<file path="config.mk">
export PLATFORM = sky130hd
export DESIGN_NAME = gpio_bank_ctrl
export DESIGN_NICKNAME = d
export VERILOG_FILES = /design/src/rtl/gpio_bank_pkg.sv /design/src/rtl/gpio_pin_sync.sv /design/src/rtl/gpio_regfile.sv /design/src/rtl/gpio_edge_irq.sv /design/src/rtl/gpio_bank_ctrl.sv
export SDC_FILE = /design/constraint.sdc
export NUM_CORES = 1
export LEC_CHECK = 0
export ABC_AREA = 1
export BUFFER_PORTS_ARGS = -buffer_cell sky130_fd_sc_hd__buf_4
export CORE_MARGIN = 3
export CORE_UTILIZATION = 45
export DETAILED_ROUTE_END_ITERATION = 8
export PLACE_DENSITY_LB_ADDON = 0.25
export SETUP_SLACK_MARGIN = 0.05
export SYNTH_ARGS = -nofsm -noshare
export SYNTH_HDL_FRONTEND = slang
export SYNTH_SLANG_ARGS = --single-unit
</file>
<file path="constraint.sdc">
create_clock -name clk -period 1.1 [get_ports clk]
set_input_delay 0.11 -clock clk [delete_from_list [all_inputs] [get_ports clk]]
set_output_delay 0.11 -clock clk [all_outputs]
set_load 0.05 [all_outputs]
</file>
<file path="src/rtl/gpio_bank_pkg.sv">
package gpio_bank_pkg;

    localparam int GPIO_ADDR_W = 3;

    typedef enum logic [GPIO_ADDR_W-1:0] {
        RA_LEVEL = 3'd0,
        RA_DIR   = 3'd1,
        RA_HIZ   = 3'd2,
        RA_IEN   = 3'd3,
        RA_POL   = 3'd4,
        RA_STAT  = 3'd5
    } gpio_reg_e;

endpackage

</file>
<file path="src/rtl/gpio_pin_sync.sv">
module gpio_pin_sync #(
    parameter int NPINS = 16
) (
    input  logic             clk,
    input  logic             rst_n,
    input  logic [NPINS-1:0] pad_in,
    output logic [NPINS-1:0] lvl_now,
    output logic [NPINS-1:0] lvl_prev
);

    genvar i;
    generate
        for (i = 0; i < NPINS; i++) begin : g_pin
            logic meta_q;
            logic sync_q;
            logic prev_q;

            always_ff @(posedge clk or negedge rst_n) begin
                if (!rst_n) begin
                    meta_q <= 1'b0;
                    sync_q <= 1'b0;
                    prev_q <= 1'b0;
                end else begin
                    meta_q <= pad_in[i];
                    sync_q <= meta_q;
                    prev_q <= sync_q;
                end
            end

            assign lvl_now[i]  = sync_q;
            assign lvl_prev[i] = prev_q;
        end
    endgenerate

endmodule

</file>
<file path="src/rtl/gpio_regfile.sv">
module gpio_regfile
    import gpio_bank_pkg::*;
#(
    parameter int NPINS = 16,
    parameter int DW    = 8
) (
    input  logic                   clk,
    input  logic                   rst_n,
    input  logic                   wr_en,
    input  logic [GPIO_ADDR_W-1:0] addr,
    input  logic [DW-1:0]          wdata,
    input  logic                   bank_sel,
    output logic [NPINS-1:0]       dir_q,
    output logic [NPINS-1:0]       hiz_q,
    output logic [NPINS-1:0]       ien_q,
    output logic [NPINS-1:0]       pol_q,
    output logic [NPINS-1:0]       lvl_q
);

    localparam int NBANK = NPINS / DW;

    genvar b;
    generate
        for (b = 0; b < NBANK; b++) begin : g_bank
            logic hit;
            assign hit = wr_en && (int'(bank_sel) == b);

            always_ff @(posedge clk or negedge rst_n) begin
                if (!rst_n) begin
                    dir_q[b*DW +: DW] <= '1;
                    hiz_q[b*DW +: DW] <= '0;
                    ien_q[b*DW +: DW] <= '0;
                    pol_q[b*DW +: DW] <= '0;
                    lvl_q[b*DW +: DW] <= '0;
                end else if (hit) begin
                    unique case (addr)
                        RA_LEVEL: lvl_q[b*DW +: DW] <= wdata;
                        RA_DIR:   dir_q[b*DW +: DW] <= wdata;
                        RA_HIZ:   hiz_q[b*DW +: DW] <= wdata;
                        RA_IEN:   ien_q[b*DW +: DW] <= wdata;
                        RA_POL:   pol_q[b*DW +: DW] <= wdata;
                        default:  ;
                    endcase
                end
            end
        end
    endgenerate

endmodule

</file>
<file path="src/rtl/gpio_edge_irq.sv">
module gpio_edge_irq #(
    parameter int NPINS = 16,
    parameter int DW    = 8
) (
    input  logic             clk,
    input  logic             rst_n,
    input  logic [NPINS-1:0] lvl_now,
    input  logic [NPINS-1:0] lvl_prev,
    input  logic [NPINS-1:0] dir_q,
    input  logic [NPINS-1:0] ien_q,
    input  logic [NPINS-1:0] pol_q,
    input  logic             stat_rd,
    input  logic             bank_sel,
    output logic [NPINS-1:0] status_q,
    output logic             irq
);

    localparam int NBANK = NPINS / DW;

    logic [NPINS-1:0] hit;
    logic [NPINS-1:0] clr_mask;

    genvar i, b;
    generate
        for (i = 0; i < NPINS; i++) begin : g_edge
            logic rise;
            logic fall;
            assign rise   = lvl_now[i] & ~lvl_prev[i];
            assign fall   = ~lvl_now[i] & lvl_prev[i];
            assign hit[i] = dir_q[i] & ien_q[i] & (pol_q[i] ? fall : rise);
        end
        for (b = 0; b < NBANK; b++) begin : g_clr
            assign clr_mask[b*DW +: DW] =
                {DW{stat_rd && (int'(bank_sel) == b)}};
        end
    endgenerate

    // A new edge wins over a clearing read in the same cycle.
    always_ff @(posedge clk or negedge rst_n) begin
        if (!rst_n) begin
            status_q <= '0;
        end else begin
            status_q <= (status_q & ~clr_mask) | hit;
        end
    end

    assign irq = |status_q;

endmodule

</file>
<file path="src/rtl/gpio_bank_ctrl.sv">
module gpio_bank_ctrl
    import gpio_bank_pkg::*;
#(
    parameter int NPINS = 16,
    parameter int DW    = 8,
    parameter int AW    = GPIO_ADDR_W
) (
    input  logic             clk,
    input  logic             rst_n,
    input  logic [NPINS-1:0] pad_in,
    input  logic             bank_sel,
    input  logic [AW-1:0]    addr,
    input  logic [DW-1:0]    wdata,
    input  logic             wr_en,
    input  logic             rd_en,
    output logic [NPINS-1:0] pad_out,
    output logic [NPINS-1:0] pad_oe,
    output logic [DW-1:0]    rd_data,
    output logic             irq
);

    logic [NPINS-1:0] lvl_now, lvl_prev;
    logic [NPINS-1:0] dir_q, hiz_q, ien_q, pol_q, lvl_q;
    logic [NPINS-1:0] status_q;
    logic [DW-1:0]    rd_next;
    logic             stat_rd;

    gpio_pin_sync #(.NPINS(NPINS)) sync_i (
        .clk      (clk),
        .rst_n    (rst_n),
        .pad_in   (pad_in),
        .lvl_now  (lvl_now),
        .lvl_prev (lvl_prev)
    );

    gpio_regfile #(.NPINS(NPINS), .DW(DW)) regs_i (
        .clk      (clk),
        .rst_n    (rst_n),
        .wr_en    (wr_en),
        .addr     (addr),
        .wdata    (wdata),
        .bank_sel (bank_sel),
        .dir_q    (dir_q),
        .hiz_q    (hiz_q),
        .ien_q    (ien_q),
        .pol_q    (pol_q),
        .lvl_q    (lvl_q)
    );

    assign stat_rd = rd_en && (addr == RA_STAT);

    gpio_edge_irq #(.NPINS(NPINS), .DW(DW)) edge_i (
        .clk      (clk),
        .rst_n    (rst_n),
        .lvl_now  (lvl_now),
        .lvl_prev (lvl_prev),
        .dir_q    (dir_q),
        .ien_q    (ien_q),
        .pol_q    (pol_q),
        .stat_rd  (stat_rd),
        .bank_sel (bank_sel),
        .status_q (status_q),
        .irq      (irq)
    );

    assign pad_out = lvl_q;
    assign pad_oe  = ~dir_q & ~hiz_q;

    always_comb begin
        int base;
        base = int'(bank_sel) * DW;
        unique case (addr)
            RA_LEVEL: rd_next = lvl_now[base +: DW] ^ pol_q[base +: DW];
            RA_DIR:   rd_next = dir_q[base +: DW];
            RA_HIZ:   rd_next = hiz_q[base +: DW];
            RA_IEN:   rd_next = ien_q[base +: DW];
            RA_POL:   rd_next = pol_q[base +: DW];
            RA_STAT:  rd_next = status_q[base +: DW];
            default:  rd_next = '0;
        endcase
    end

    always_ff @(posedge clk or negedge rst_n) begin
        if (!rst_n) begin
            rd_data <= '0;
        end else if (rd_en) begin
            rd_data <= rd_next;
        end
    end

endmodule

</file>
==> run_results.csv, run 1 <==
group,metric,value,unit
status,outcome,"complete, but fails checks",
status,violations,"negative setup slack",
routing,drtPass1Iterations,5,
global_routing,grt_max_degree,37,
floorplan,core_area,14150,µm²
sta,period_share,159.2,%
setup_path,path_delay_family,"simple AND/OR/NAND/NOR gates",
hold_path,hp-start,"wdata[3]",
sta,worstMarginPinSlew,409.6,ps
job,cap_violations,0,
sta,timing.setup.tns,-4774,ps
clock_tree,cts.clk_slew.worst_paths,60,ps
floorplan,dieWidth,127.4,µm
setup_path,crit_path_end_kind,"output pin",
pwr,power_density,2003,nW/µm²
hold_path,hold_depth,4,
synth,ys_types,29,
cells_and_area,utilization,66.98,%
clock_tree,clockBufferDepth,2,
clock_tree,cts_buffers,17,
global_routing,grt_pass1_vias,6196,
setup_path,worstPathArrival,1640,ps
placement,port-buffer-count,72,
sta,hold_viol,0,
synth,avgSynthCellArea,8.934,µm²
routing,drc,0,
setup_path,worstReg2RegEnd,"rd_data[3]",
placement,placed_cells,1048,
setup_path,path_max_fanout,2,
global_routing,grt_pass1_wl,32.24,mm
routing,vias_per_cell,5.398,
cells_and_area,drive_above_1_share,33.33,%
setup_path,crit_type,"flip-flop to output pin",
synth,ys_ff_latch,152,
synth,syn_nets,774,
setup_path,start_kind,"flip-flop",
cells_and_area,final_area,9478,µm²
sta,post-route-min-period,1751,ps
pwr,leakage,0.004523,µW
sta,rsz0062_at_grt,"true",
clock_tree,clkLatencyLatePin,430,ps
setup_path,regToRegStartpoint,"regs_i.dir_q[11]",
clock_tree,cts_sinks,152,
floorplan,row_count,43,
setup_path,path_buf_inv,2,
synth,synth.cell_area,6629,µm²
floorplan,die_height,127.4,µm
sta,slew_viol_final,0,
sta,setup_viol,29,
routing,drtIter0Drc,450,
sta,fmax,571.2,MHz
placement,placed_cell_area,8023,µm²
clock_tree,cts_tree,"done",
clock_tree,cts_root_buffer,"clkbuf_16",
synth,yosysSeqAreaShare,57.68,%
routing,wl_per_cell,17.80,µm
placement,place.gp.congestion,0.9203,
synth,synthCells,742,
hold_path,min-delay-path-class,"primary input to flip-flop",
clock_tree,cts_max_level,4,
floorplan,die_area,16220,µm²
global_routing,antenna_found_initial,0,
global_routing,gr-total-overflow,0,
pwr,max-vdd-ir-drop,1.493,mV
sta,fin_ws,-650.7,ps
synth,synth_warnings,0,
setup_path,crit_required,990,ps
cells_and_area,antennaDiodeCount,0,
setup_path,cp.depth,4,
setup_path,rrSetupSlack,-90,ps
cells_and_area,fin_cells,1128,
sta,slew_headroom,72.65,%
routing,num_vias,6089,
placement,dp_hpwl,13.91,mm
floorplan,initial_utilization,46.85,%
routing,antenna_left,0,
floorplan,ios,73,
cells_and_area,nets,967,
setup_path,path_cells,"nor4_4 -> buf_4 -> nand4_1 -> buf_6",
hold_path,whs_endpoint,"regs_i.dir_q[3]",
setup_path,cpMaxStageDelayCell,"dfrtp_1",
routing,wirelength,20.08,mm
cells_and_area,syn2layout_area_growth,42.98,%
setup_path,rr_worst_depth,7,
sta,hold_slack,113.9,ps
sta,fin_skew,6.387,ps
setup_path,slowest_delay,400,ps
global_routing,grtUsageTotal,25.94,%
==> power breakdown <==
| group | switching (µW) | internal (µW) | leakage (µW) |
|---|---|---|---|
| Sequential | 934 | 6720 | 0.00182 |
| Clock | 2300 | 3170 | 0.000272 |
| Combinational | 3320 | 2540 | 0.00243 |
==> repair_timing <==
item	4_1_cts	5_1_grt
pin swaps	22	26
endpoints found under the hold margin	155	0
resized for setup	82	60
cloned	0	0
setup buffers	27	10
endpoints found under the setup margin	50	62
hold buffers	17	0
==> placed cells by master, fill, tap and decap left out, drive strengths merged, types with 9 or more instances in the layout <==
cell         instances
dfstp               16
a21oi               35
dlygate4sd3         17
inv                 88
o22ai               16
dfrtp              136
o21ai              109
nand2              160
clkbuf              21
clkinv               9
nand4               32
buf                184
nor2                63
nand3               43
==> logic make-up (layout without fill, tap and decap cells) <==
logic type / count (synthesis) / after routing / share of synthesized area [%]
simple gates: 311 / 311 / 21.86
compound gates: 164 / 164 / 12.84
flops: 152 / 152 / 57.68
buf+inv: 115 / 321 / 7.625
==> flip-flops by register name, indices dropped and copies added, names as in the netlist <==
register,cells
sync_i.g_pin.meta_q,16
sync_i.g_pin.prev_q,16
edge_i.status_q,16
regs_i.ien_q,16
regs_i.lvl_q,16
regs_i.hiz_q,16
rd_data,8
regs_i.dir_q,16
regs_i.pol_q,16
sync_i.g_pin.sync_q,16
==> worst max path at each step <==
stage	slack [ps]	from	to
after floorplan	-150	edge_i.status_q[4]	irq
after global placement	-400	edge_i.status_q[2]	irq
after detailed placement	-400	edge_i.status_q[2]	irq
after CTS	-650	edge_i.status_q[9]	irq
after global routing	-710	edge_i.status_q[9]	irq
final	-650	edge_i.status_q[9]	irq
==> cells in the mapped netlist <==
| library cell | instances | area, µm² |
|---|---|---|
| a21o_1 | 4 | 30.03 |
| nand3b_1 | 4 | 30.03 |
| clkinv_1 | 2 | 7.510 |
| o22ai_1 | 16 | 100.1 |
| o21ai_1 | 24 | 120.1 |
| nor3_4 | 2 | 32.53 |
| buf_2 | 16 | 80.08 |
| nor3_2 | 1 | 10.01 |
| nand2_2 | 5 | 31.28 |
| nand3_4 | 4 | 70.07 |
| dfrtp_1 | 136 | 3403 |
| inv_1 | 81 | 304.0 |
| buf_1 | 1 | 3.750 |
| nand4_1 | 32 | 200.2 |
| or2_0 | 2 | 12.51 |
| inv_4 | 2 | 12.51 |
| o21ai_0 | 85 | 425.4 |
| a21oi_1 | 35 | 175.2 |
| nand2_1 | 155 | 581.8 |
| nor4_1 | 4 | 25.02 |
| nor2_8 | 1 | 20.02 |
| dfstp_2 | 16 | 420.4 |
| buf_6 | 4 | 45.04 |
| buf_4 | 5 | 37.54 |
| nor2_4 | 1 | 11.26 |
| inv_2 | 3 | 11.26 |
| clkbuf_1 | 1 | 3.750 |
| nor2_1 | 61 | 229.0 |
| nand3_1 | 39 | 195.2 |
==> metal layers <==
metal,wire length [µm],track usage (%)
met5,0,0
met4,557,8.454
met3,1474,6.229
met2,9536,41.56
met1,8508,34.99
==> cell type report <==
cell class / instances / area [µm²]
Sequential cell: 152 / 3824
Tap cell: 180 / 225.2
Clock inverter: 11 / 101.3
Fill cell: 1119 / 4672
Timing Repair Buffer: 201 / 1933
Clock buffer: 21 / 450.4
Inverter: 88 / 345.3
Multi-Input combinational cell: 475 / 2599
==> worst reg2reg max path, stage by stage, from the launching register on <==
cell	delay [ps]
dfstp_2	540
buf_4	110
nor2_1	30
nor2_1	120
nand2_1	70
nand2_2	70
nand2_2	60
a21oi_2	110
==> metrics by stage <==
| stage | setup slack, ps | total power (µW) |
|---|---|---|
| final | -650.7 | 18990 |
| after global placement | -403.9 | 12190 |
| after detailed placement | -396.2 | 12280 |
| after global routing | -709.8 | 19870 |
| after floorplan | -148.9 | 10310 |
| after CTS | -654.8 | 18650 |
No activity file was read; power rests on OpenSTA's default activity.
==> run 2, diff against run 1 <==
Settings changed: MAX_ROUTING_LAYER set to met4.
==> run 2 against run 1 <==
  * The flow still finishes with violations (negative setup slack)
  * Combinational power increased by 4.9%
  * Global-route usage is 0.50 points higher
  * Flip-flop and latch count did not move
  * Setup slack improved by 53 ps
  * Final cell count is 1.2% higher
  * First-iteration DRC count grew 12%
  * Sequential power barely moved
  * Total power increased by 2.9%
  * Sequential share of layout area fell by 1.0 points
  * Non-clock buffer count up 13
  * Critical path depth unchanged
==> run_results.csv, run 2 (synthesis gave the netlist of run 1 again) <==
group,metric,value,unit
clock_tree,cts_tree,"done",
sta,post-route-min-period,1698,ps
sta,fin_skew,9.607,ps
floorplan,initial_utilization,46.85,%
setup_path,rr_worst_depth,7,
pwr,leakage,0.004632,µW
floorplan,core_area,14150,µm²
clock_tree,cts.clk_slew.worst_paths,60,ps
setup_path,path_cells,"nor4_2 -> buf_4 -> nand4_1 -> buf_6",
sta,worstMarginPinSlew,427.8,ps
setup_path,path_delay_family,"simple AND/OR/NAND/NOR gates",
floorplan,die_area,16220,µm²
floorplan,row_count,43,
placement,dp_hpwl,13.72,mm
setup_path,crit_type,"flip-flop to output pin",
sta,hold_slack,98.22,ps
floorplan,ios,73,
job,cap_violations,0,
global_routing,grt_pass1_wl,31.93,mm
cells_and_area,drive_above_1_share,35.80,%
clock_tree,clockBufferDepth,2,
global_routing,grt_max_degree,48,
setup_path,crit_path_end_kind,"output pin",
cells_and_area,nets,980,
routing,num_vias,6093,
setup_path,rrSetupSlack,-150,ps
setup_path,cp.depth,4,
sta,fmax,589.0,MHz
routing,wl_per_cell,17.72,µm
pwr,power,19540,µW
global_routing,antenna_found_initial,0,
placement,place.gp.congestion,0.9129,
cells_and_area,fillCellCount,1076,
setup_path,path_max_fanout,2,
sta,rsz0062_at_grt,"true",
routing,drtPass1Iterations,5,
status,outcome,"complete, but fails checks",
setup_path,worstPathArrival,1590,ps
setup_path,start_kind,"flip-flop",
sta,fin_ws,-597.9,ps
clock_tree,cts_buffers,17,
clock_tree,cts_sinks,152,
global_routing,gr-total-overflow,0,
cells_and_area,final_cell_mix,"nand2_1 (144), dfrtp_1 (136), buf_4 (111)",
sta,period_share,154.4,%
global_routing,grt_pass1_vias,6067,
placement,place_ws,-247.9,ps
setup_path,regToRegStartpoint,"regs_i.dir_q[10]",
placement,port-buffer-count,72,
floorplan,die_height,127.4,µm
clock_tree,cts_max_level,4,
hold_path,hp-start,"wdata[3]",
cells_and_area,antennaDiodeCount,0,
routing,vias_per_cell,5.340,
pwr,power_density,2008,nW/µm²
sta,slew_viol_final,0,
hold_path,min-delay-path-class,"primary input to flip-flop",
setup_path,slowest_delay,400,ps
clock_tree,cts_root_buffer,"clkbuf_16",
cells_and_area,syn2layout_area_growth,46.75,%
setup_path,cpMaxStageDelayCell,"dfrtp_1",
clock_tree,clkLatencyLatePin,430,ps
setup_path,crit_required,990,ps
hold_path,hold_depth,4,
global_routing,grtUsageTotal,26.43,%
floorplan,dieWidth,127.4,µm
routing,wirelength,20.22,mm
pwr,max-vdd-ir-drop,1.464,mV
cells_and_area,final_common_cell,"nand2_1",
status,violations,"negative setup slack",
sta,setup_viol,33,
setup_path,path_buf_inv,2,
routing,antenna_left,0,
routing,drc,0,
routing,drtIter0Drc,502,
setup_path,cp-startpoint,"edge_i.status_q[2]",
sta,slew_headroom,71.44,%
sta,hold_viol,0,
-- run 2: through the flow --
stage | setup TNS (ps) | instance area (µm²) | std cells | util [%]
2_1_floorplan | -148.9 | 6765 | 742 | -
3_3_place_gp | -10340 | 8028 | 1047 | 56.73
3_5_place_dp | -12860 | 8028 | 1047 | 56.73
4_1_cts | -5226 | 9351 | 1126 | 66.09
5_1_grt | -6898 | 9728 | 1141 | 68.75
6_report | -5293 | 9728 | 1141 | 68.75
-- run 2: path summary, 6_finish.rpt --
check / to
worst max register to register: rd_data[2]
worst max-delay path: irq
min in group asynchronous: regs_i.ien_q[8]
max in group asynchronous: regs_i.dir_q[2]
worst min-delay path: regs_i.dir_q[3]
worst min register to register: sync_i.g_pin[11].sync_q
-- run 2: per-layer routing --
| metal | track usage [%] | share of wire (%) | vias to the layer above |
|---|---|---|---|
| met2 | 40.41 | 49 | 208 |
| met5 | - | 0 | - |
| li1 | - | - | 2875 |
| met3 | 4.975 | 5.7 | 48 |
| met1 | 35.04 | 43 | 2962 |
| met4 | 10.60 | 2.4 | 0 |
-- run 2: repair_timing --
item,CTS,global route
setup endpoints to repair,50,62
hold endpoints to repair,154,0
hold buffers,17,0
gates resized for setup,89,72
setup buffers,30,24
pin swaps,27,42
-- run 2: area by class of cell --
class / count / area [µm²] / share of cell area (%)
Multi-Input combinational cell: 475 / 2661 / 27.36
Sequential cell: 152 / 3824 / 39.31
Clock inverter: 11 / 112.6 / 1.158
Inverter: 88 / 347.8 / 3.576
Tap cell: 180 / 225.2 / 2.315
Clock buffer: 21 / 480.5 / 4.939
Timing Repair Buffer: 214 / 2077 / 21.35
-- run 2: power breakdown --
part / switching, µW / internal [µW]
clock network: 2380 / 3380
logic: 3400 / 2760
registers: 907 / 6720
total: 6680 / 12900
-- run 2: tightest hold or removal path, stage by stage --
cell     delay (ps)
buf_4           100
inv_1            40
buf_4           180
o21ai_1          90
